$ cat src/rtl/tmr_pkg.sv
`timescale 1ns/1ps
package tmr_pkg;

    // Prescale selector encoding (mode register bits 3:2)
    typedef enum logic [1:0] {
        PRE_BY1   = 2'b00,
        PRE_BY16  = 2'b01,
        PRE_BY256 = 2'b10,
        PRE_BY1X  = 2'b11
    } tmr_pre_e;

    // Mode register, bit 7 down to bit 0
    typedef struct packed {
        logic     run;       // 7
        logic     periodic;  // 6
        logic     irq_en;    // 5
        logic     spare;     // 4
        tmr_pre_e pre;       // 3:2
        logic     wide;      // 1
        logic     single;    // 0
    } tmr_mode_t;

    localparam logic [7:0] MODE_RESET = 8'h20;

    // Word slots of the register port
    localparam int unsigned SLOT_RELOAD_NOW   = 0;
    localparam int unsigned SLOT_COUNT        = 1;
    localparam int unsigned SLOT_MODE         = 2;
    localparam int unsigned SLOT_ACK          = 3;
    localparam int unsigned SLOT_RAW          = 4;
    localparam int unsigned SLOT_MASKED       = 5;
    localparam int unsigned SLOT_RELOAD_LATER = 6;

endpackage

$ cat src/rtl/tmr_prescale.sv
`timescale 1ns/1ps
module tmr_prescale
    import tmr_pkg::*;
#(
    parameter int unsigned HI_LOG = 8,
    parameter int unsigned LO_LOG = 4
) (
    input  logic     clk,
    input  logic     rst_n,
    input  logic     run,
    input  logic     restart,
    input  logic     tick_in,
    input  tmr_pre_e pre,
    output logic     tick_out
);
    localparam logic [HI_LOG-1:0] LO_WRAP = {{(HI_LOG-LO_LOG){1'b0}}, {LO_LOG{1'b1}}};
    localparam logic [HI_LOG-1:0] HI_WRAP = {HI_LOG{1'b1}};

    typedef struct packed {
        logic [HI_LOG-1:0] cnt;
    } pre_state_t;

    pre_state_t st_d, st_q;
    logic [HI_LOG-1:0] wrap_at;
    logic use_div;
    logic fire;

    always_comb begin
        st_d = st_q;
        case (pre)
            PRE_BY16:  begin use_div = 1'b1; wrap_at = LO_WRAP; end
            PRE_BY256: begin use_div = 1'b1; wrap_at = HI_WRAP; end
            default:   begin use_div = 1'b0; wrap_at = '0;      end
        endcase
        fire = run && tick_in && !restart && (!use_div || st_q.cnt == wrap_at);
        if (restart || !use_div) begin
            st_d.cnt = '0;
        end else if (run && tick_in) begin
            st_d.cnt = (st_q.cnt == wrap_at) ? '0 : st_q.cnt + HI_LOG'(1);
        end
    end

    always_ff @(posedge clk) begin
        if (!rst_n) st_q <= '0;
        else        st_q <= st_d;
    end

    assign tick_out = fire;

endmodule

$ cat src/rtl/tmr_count.sv
`timescale 1ns/1ps
module tmr_count #(
    parameter int unsigned DATA_W   = 32,
    parameter int unsigned NARROW_W = 16
) (
    input  logic              clk,
    input  logic              rst_n,
    input  logic              tick,
    input  logic              load_now,
    input  logic [DATA_W-1:0] load_val,
    input  logic              ack,
    input  logic              wide,
    input  logic              single,
    input  logic              periodic,
    input  logic [DATA_W-1:0] reload_val,
    output logic [DATA_W-1:0] count_full,
    output logic [DATA_W-1:0] count_vis,
    output logic              raw
);
    localparam logic [DATA_W-1:0] NARROW_MASK = {{(DATA_W-NARROW_W){1'b0}}, {NARROW_W{1'b1}}};

    typedef struct packed {
        logic [DATA_W-1:0] cnt;
        logic              flag;
    } cnt_state_t;

    cnt_state_t st_d, st_q;
    logic [DATA_W-1:0] vis;
    logic [DATA_W-1:0] stepped;
    logic [DATA_W-1:0] refill;
    logic hit_zero;

    always_comb begin
        st_d     = st_q;
        hit_zero = 1'b0;
        vis      = wide ? st_q.cnt : (st_q.cnt & NARROW_MASK);
        stepped  = wide ? st_q.cnt - DATA_W'(1)
                        : {st_q.cnt[DATA_W-1:NARROW_W], st_q.cnt[NARROW_W-1:0] - NARROW_W'(1)};
        if (!single && !periodic) refill = wide ? '1 : NARROW_MASK;
        else                      refill = reload_val;

        if (load_now) begin
            st_d.cnt = load_val;
        end else if (tick) begin
            if (vis == '0) begin
                if (!single) st_d.cnt = refill;
            end else begin
                st_d.cnt = stepped;
                hit_zero = (vis == DATA_W'(1));
            end
        end

        if (ack)      st_d.flag = 1'b0;
        if (hit_zero) st_d.flag = 1'b1;
    end

    always_ff @(posedge clk) begin
        if (!rst_n) begin
            st_q.cnt  <= NARROW_MASK;
            st_q.flag <= 1'b0;
        end else begin
            st_q <= st_d;
        end
    end

    assign count_full = st_q.cnt;
    assign count_vis  = vis;
    assign raw        = st_q.flag;

endmodule

$ cat src/rtl/tmr_regs.sv
`timescale 1ns/1ps
module tmr_regs
    import tmr_pkg::*;
#(
    parameter int unsigned DATA_W = 32,
    parameter int unsigned ADDR_W = 8
) (
    input  logic              clk,
    input  logic              rst_n,
    input  logic              wr_en,
    input  logic [ADDR_W-1:0] addr,
    input  logic [DATA_W-1:0] wdata,
    input  logic [DATA_W-1:0] count_vis,
    input  logic              raw,
    output tmr_mode_t         mode,
    output logic [DATA_W-1:0] reload,
    output logic              load_now,
    output logic              mode_wr,
    output logic              ack,
    output logic [DATA_W-1:0] rdata
);
    localparam int unsigned WORD_W = ADDR_W - 2;
    localparam logic [WORD_W-1:0] W_NOW    = WORD_W'(SLOT_RELOAD_NOW);
    localparam logic [WORD_W-1:0] W_COUNT  = WORD_W'(SLOT_COUNT);
    localparam logic [WORD_W-1:0] W_MODE   = WORD_W'(SLOT_MODE);
    localparam logic [WORD_W-1:0] W_ACK    = WORD_W'(SLOT_ACK);
    localparam logic [WORD_W-1:0] W_RAW    = WORD_W'(SLOT_RAW);
    localparam logic [WORD_W-1:0] W_MASKED = WORD_W'(SLOT_MASKED);
    localparam logic [WORD_W-1:0] W_LATER  = WORD_W'(SLOT_RELOAD_LATER);

    typedef struct packed {
        tmr_mode_t         mode;
        logic [DATA_W-1:0] reload;
    } reg_state_t;

    reg_state_t st_d, st_q;
    logic [WORD_W-1:0] word;
    logic aligned;
    logic wr_hit;

    always_comb begin
        word    = addr[ADDR_W-1:2];
        aligned = (addr[1:0] == 2'b00);
        wr_hit  = wr_en && aligned;
        st_d    = st_q;
        load_now = 1'b0;
        mode_wr  = 1'b0;
        ack      = 1'b0;
        if (wr_hit) begin
            case (word)
                W_NOW:   begin st_d.reload = wdata; load_now = 1'b1; end
                W_LATER: st_d.reload = wdata;
                W_MODE:  begin st_d.mode = tmr_mode_t'(wdata[7:0]); mode_wr = 1'b1; end
                W_ACK:   ack = 1'b1;
                default: ;
            endcase
        end

        rdata = '0;
        if (aligned) begin
            case (word)
                W_NOW, W_LATER: rdata = st_q.reload;
                W_COUNT:        rdata = count_vis;
                W_MODE:         rdata = {{(DATA_W-8){1'b0}}, st_q.mode};
                W_RAW:          rdata = {{(DATA_W-1){1'b0}}, raw};
                W_MASKED:       rdata = {{(DATA_W-1){1'b0}}, raw & st_q.mode.irq_en};
                default:        rdata = '0;
            endcase
        end
    end

    always_ff @(posedge clk) begin
        if (!rst_n) begin
            st_q.mode   <= tmr_mode_t'(MODE_RESET);
            st_q.reload <= '0;
        end else begin
            st_q <= st_d;
        end
    end

    assign mode   = st_q.mode;
    assign reload = st_q.reload;

endmodule

$ cat src/rtl/interval_timer.sv
`timescale 1ns/1ps
module interval_timer
    import tmr_pkg::*;
#(
    parameter int unsigned DATA_W   = 32,
    parameter int unsigned ADDR_W   = 8,
    parameter int unsigned NARROW_W = 16,
    parameter int unsigned PRE_LO   = 4,
    parameter int unsigned PRE_HI   = 8
) (
    input  logic              clk,
    input  logic              rst_n,
    input  logic              wr_en,
    input  logic [ADDR_W-1:0] addr,
    input  logic [DATA_W-1:0] wdata,
    output logic [DATA_W-1:0] rdata,
    input  logic              tick_en,
    output logic              irq
);
    tmr_mode_t         mode_w;
    logic [DATA_W-1:0] reload_w;
    logic [DATA_W-1:0] count_full_w;
    logic [DATA_W-1:0] count_vis_w;
    logic              load_now_w;
    logic              mode_wr_w;
    logic              ack_w;
    logic              raw_w;
    logic              tick_w;

    tmr_regs #(.DATA_W(DATA_W), .ADDR_W(ADDR_W)) u_regs (
        .clk(clk), .rst_n(rst_n), .wr_en(wr_en), .addr(addr), .wdata(wdata),
        .count_vis(count_vis_w), .raw(raw_w),
        .mode(mode_w), .reload(reload_w), .load_now(load_now_w),
        .mode_wr(mode_wr_w), .ack(ack_w), .rdata(rdata)
    );

    tmr_prescale #(.HI_LOG(PRE_HI), .LO_LOG(PRE_LO)) u_pre (
        .clk(clk), .rst_n(rst_n), .run(mode_w.run), .restart(mode_wr_w),
        .tick_in(tick_en), .pre(mode_w.pre), .tick_out(tick_w)
    );

    tmr_count #(.DATA_W(DATA_W), .NARROW_W(NARROW_W)) u_cnt (
        .clk(clk), .rst_n(rst_n), .tick(tick_w),
        .load_now(load_now_w), .load_val(wdata), .ack(ack_w),
        .wide(mode_w.wide), .single(mode_w.single), .periodic(mode_w.periodic),
        .reload_val(reload_w),
        .count_full(count_full_w), .count_vis(count_vis_w), .raw(raw_w)
    );

    assign irq = raw_w & mode_w.irq_en;

endmodule

$ cat config.mk
export PLATFORM = sky130hd
export DESIGN_NAME = interval_timer
export DESIGN_NICKNAME = d
export VERILOG_FILES = /design/src/rtl/tmr_pkg.sv /design/src/rtl/tmr_prescale.sv /design/src/rtl/tmr_count.sv /design/src/rtl/tmr_regs.sv /design/src/rtl/interval_timer.sv
export SDC_FILE = /design/constraint.sdc
export NUM_CORES = 1
export LEC_CHECK = 0
export CAP_MARGIN = 25
export CORE_MARGIN = 5
export CORE_UTILIZATION = 62
export CTS_BUF_LIST = sky130_fd_sc_hd__clkbuf_4 sky130_fd_sc_hd__clkbuf_8
export DETAILED_ROUTE_END_ITERATION = 16
export DONT_BUFFER_PORTS = 1
export MAX_ROUTING_LAYER = met4
export PLACE_DENSITY_LB_ADDON = 0.15
export SYNTH_ARGS = -nofsm -noshare
export SYNTH_HDL_FRONTEND = slang
export SYNTH_SLANG_ARGS = --single-unit
$ cat constraint.sdc
create_clock -name clk -period 3.9 [get_ports clk]
set_clock_uncertainty 0.05 [all_clocks]
set_input_delay 0.195 -clock clk [delete_from_list [all_inputs] [get_ports clk]]
set_output_delay 0.195 -clock clk [all_outputs]
set_load 0.02 [all_outputs]
==> impl_metrics.tcl <==
set metrics [dict create \
    place_congestion 0.945 \
    worst_ep_required_time_ns 4.11 \
    p_comb_frac 0.044 \
    hold_class "in -> reg" \
    reg2reg_slack_ns 0.28 \
    finalWorstPathRequiredPeriod_ns 3.62 \
    seq_power_share 0.512 \
    drcViolationCount 0 \
    worst_pin_slew_ns 0.863 \
    run_status "finished, final reports clean" \
    ant_nets 0 \
    cts_tree "built" \
    synth-main-ff-cell "dfxtp_1" \
    placed_cell_area_um2 4870 \
    crit_path_end_kind "register" \
    grt_pass1_wl_mm 24.4 \
    grt_max_degree 45 \
    async_reset_ff_frac 0 \
    root_buffer "clkbuf_8" \
    finalSetupTns_ns 0 \
    grt_pass1_vias 4900 \
    yosysUniqueCellTypes 65 \
    worst_r2r_path_depth 10 \
    wl_per_cell_um 19.2 \
    fin_nets 720 \
    drt_iter0_drc 550 \
    die_w_um 98.2 \
    cts.sinks 81 \
    drt-total-wl_mm 15.0 \
    p_switching_uw 377 \
    die_area_um2 9640 \
    max_cap_viol_count 0 \
    fin_util 0.714 \
    cts_inserted_buffers 9 \
    ys_seq_area_frac 0.336 \
    die_h_um 98.2 \
    slew_violations 0 \
    crit_type "reg -> reg" \
    switching_share 0.233 \
    crit_start "u_cnt.count_full[0]" \
    synth_edf_count 0 \
    cts_resized 0 \
    p_leak_uw 0.00181 \
    setup_viol 0 \
    groute.usage.overall 0.316 \
    fmax_ghz 0.276 \
    start_kind "register" \
    syn_area_um2 4820 \
    hold_depth 2 \
    io-pin-count 77 \
    worstHoldStart "wdata[16]" \
    antenna_found_initial 0 \
    clk-insertion-delay-late_ns 0.37 \
    syn_avg_cell_area_um2 7.32 \
    antenna_cells 0 \
    synthCells 659 \
    vias_per_cell 6.53 \
    rows 32 \
    cts.clk_slew.worst_paths_ns 0.09 \
    num_vias 5089 \
    worstPathMaxFanout 15 \
    maxSlewHeadroom 0.424 \
    ys_ff_latch 81 \
    firstDrtPassIters 7 \
    arrival_ns 3.83 \
    grt-ovfl-total 0 \
    yosysWarnings 0 \
    syn_nets 707 \
    clkPwrFrac 0.443 \
    core_area_um2 7650 \
    h-tree-depth 3 \
    period_share 0.928 \
    initial_utilization 0.631 \
    reg2reg_to "u_cnt.count_full[3]" \
    ir_drop_mv 0.164 \
    rsz0062_at_grt "no" \
    drive_gt1_frac 0.0679 \
    r2r-start "u_cnt.count_full[0]" \
    port_buffers 0 \
    syn_to_final_growth_pct 13.2 \
    cellPowerDensity_nw_per_um2 296 \
    p_int_uw 1240 \
    finalHoldViolations 0 \
    max-clock-path-buffers 2 \
    post-route-cell-area_um2 5460 \
    hold_end "u_cnt.count_full[16]" \
    hpwl_mm 9.87 \
]
-- layout make-up --
| class | instances | area, um2 |
|---|---|---|
| multi-input cells | 525 | 3000 |
| repair buffers | 49 | 463 |
| clock inverters | 6 | 91.3 |
| inverters | 6 | 22.5 |
| flip-flops and latches | 81 | 1620 |
| fillers | 613 | 2190 |
| clock buffers | 10 | 138 |
| well taps | 102 | 128 |
-- stage by stage --
step           setup WS, ns  total power (uW)  hold slack (ns)  instances
6_report              0.281              1620          0.00516        779
3_5_place_dp          0.459               880            0.230        727
4_1_cts               0.332              1620         0.000885        778
5_1_grt              0.0665              1670          0.00974        779
2_1_floorplan         0.830               876            0.269        659
3_3_place_gp          0.587               879            0.225        727
-- synth_stat cells, types with 3 or more instances --
cell type / number / share of area
nor2_1: 62 / 0.048
a221oi_1: 3 / 0.0054
o21ai_0: 12 / 0.012
a32o_1: 4 / 0.0083
nor3_1: 14 / 0.015
clkbuf_1: 40 / 0.031
a221o_1: 4 / 0.0083
nand2b_1: 3 / 0.0039
xnor2_1: 12 / 0.022
inv_1: 5 / 0.0039
o311ai_0: 9 / 0.016
nand4_1: 18 / 0.023
dfxtp_1: 81 / 0.34
o211ai_1: 9 / 0.014
o31ai_1: 5 / 0.0078
nand2_1: 154 / 0.12
ha_1: 4 / 0.010
and2_1: 4 / 0.0052
nor3b_1: 3 / 0.0047
or4_1: 8 / 0.012
and3_1: 8 / 0.010
xor2_1: 17 / 0.031
o2111ai_1: 3 / 0.0054
a222oi_1: 7 / 0.015
nand3_1: 18 / 0.019
or2_2: 4 / 0.0052
a21oi_1: 57 / 0.059
buf_2: 5 / 0.0052
nor4_1: 10 / 0.013
or3_1: 4 / 0.0052
a22oi_1: 27 / 0.042
-- power by group through the flow --
stage	clock network, uW	logic [uW]	registers (uW)
after floorplan	0	27.5	848
after global placement	0	30.3	849
after detailed placement	0	30.9	849
after CTS	721	67.9	829
after global routing	765	75.2	830
final	718	71.3	829
-- how the worst max path moves through the flow --
stage / endpoint / depth (start not counted)
final: u_cnt.count_full[3] / 10
after CTS: u_cnt.count_full[3] / 8
after global routing: u_cnt.count_full[3] / 10
after floorplan: u_cnt.count_full[22] / 9
after detailed placement: u_cnt.count_full[22] / 8
after global placement: u_cnt.count_full[22] / 8
-- layer usage --
metal,part of all wire,track usage,vias to the layer above
li1,-,-,2421
met1,0.42,0.409,2378
met2,0.48,0.508,269
met3,0.092,0.0621,21
met4,0.012,0.0830,0
met5,0,-,-
-- kinds of logic (layout without fill, tap and decap cells) --
family                   Yosys count  in the layout  share of synthesized area
AO/OA/AOI/OAI                    162            162                      0.236
XOR/XNOR                          29             29                     0.0527
adder cells (fa/ha/maj)            4              4                     0.0104
buffers and inverters             53             71                     0.0444
flip-flops                        81             81                      0.336
multiplexers                       1              1                    0.00208
AND/OR/NAND/NOR                  329            329                      0.319
-- repair_timing --
action	CTS	global route
hold buffers	35	0
buffers inserted	0	0
hold endpoints to repair	70	0
-- worst max-delay path, cell delays in order, from the launching register on --
cell and delay [ns]:
dfxtp_1 0.37, inv_1 0.10, ha_1 0.23, nor3b_1 0.51
nand2_1 0.19, nor3_1 0.53, nand3_1 0.21, and3_1 0.43
o311ai_0 0.20, nand4_1 0.12, dlygate4sd3_1 0.56
-- cell usage in the layout, fill, tap and decap left out, drive strengths merged, types with 12 or more instances in the layout --
master | netlist | layout
nand2 | 156 | 156
dfxtp | 81 | 81
nor2 | 62 | 62
a21oi | 57 | 57
dlygate4sd3 | 0 | 35
a22oi | 27 | 27
nand3 | 18 | 18
nand4 | 18 | 18
xor2 | 17 | 17
nor3 | 15 | 15
buf | 6 | 14
o21ai | 13 | 13
xnor2 | 12 | 12
-- flip-flops by register name (all words and copies together) (netlist names) --
| name | count |
|---|---|
| u_regs.reload | 32 |
| u_regs.mode | 8 |
| u_cnt.raw | 1 |
| u_pre.st_q | 8 |
| u_cnt.count_full | 32 |
Power figures use the tool's default switching activity.
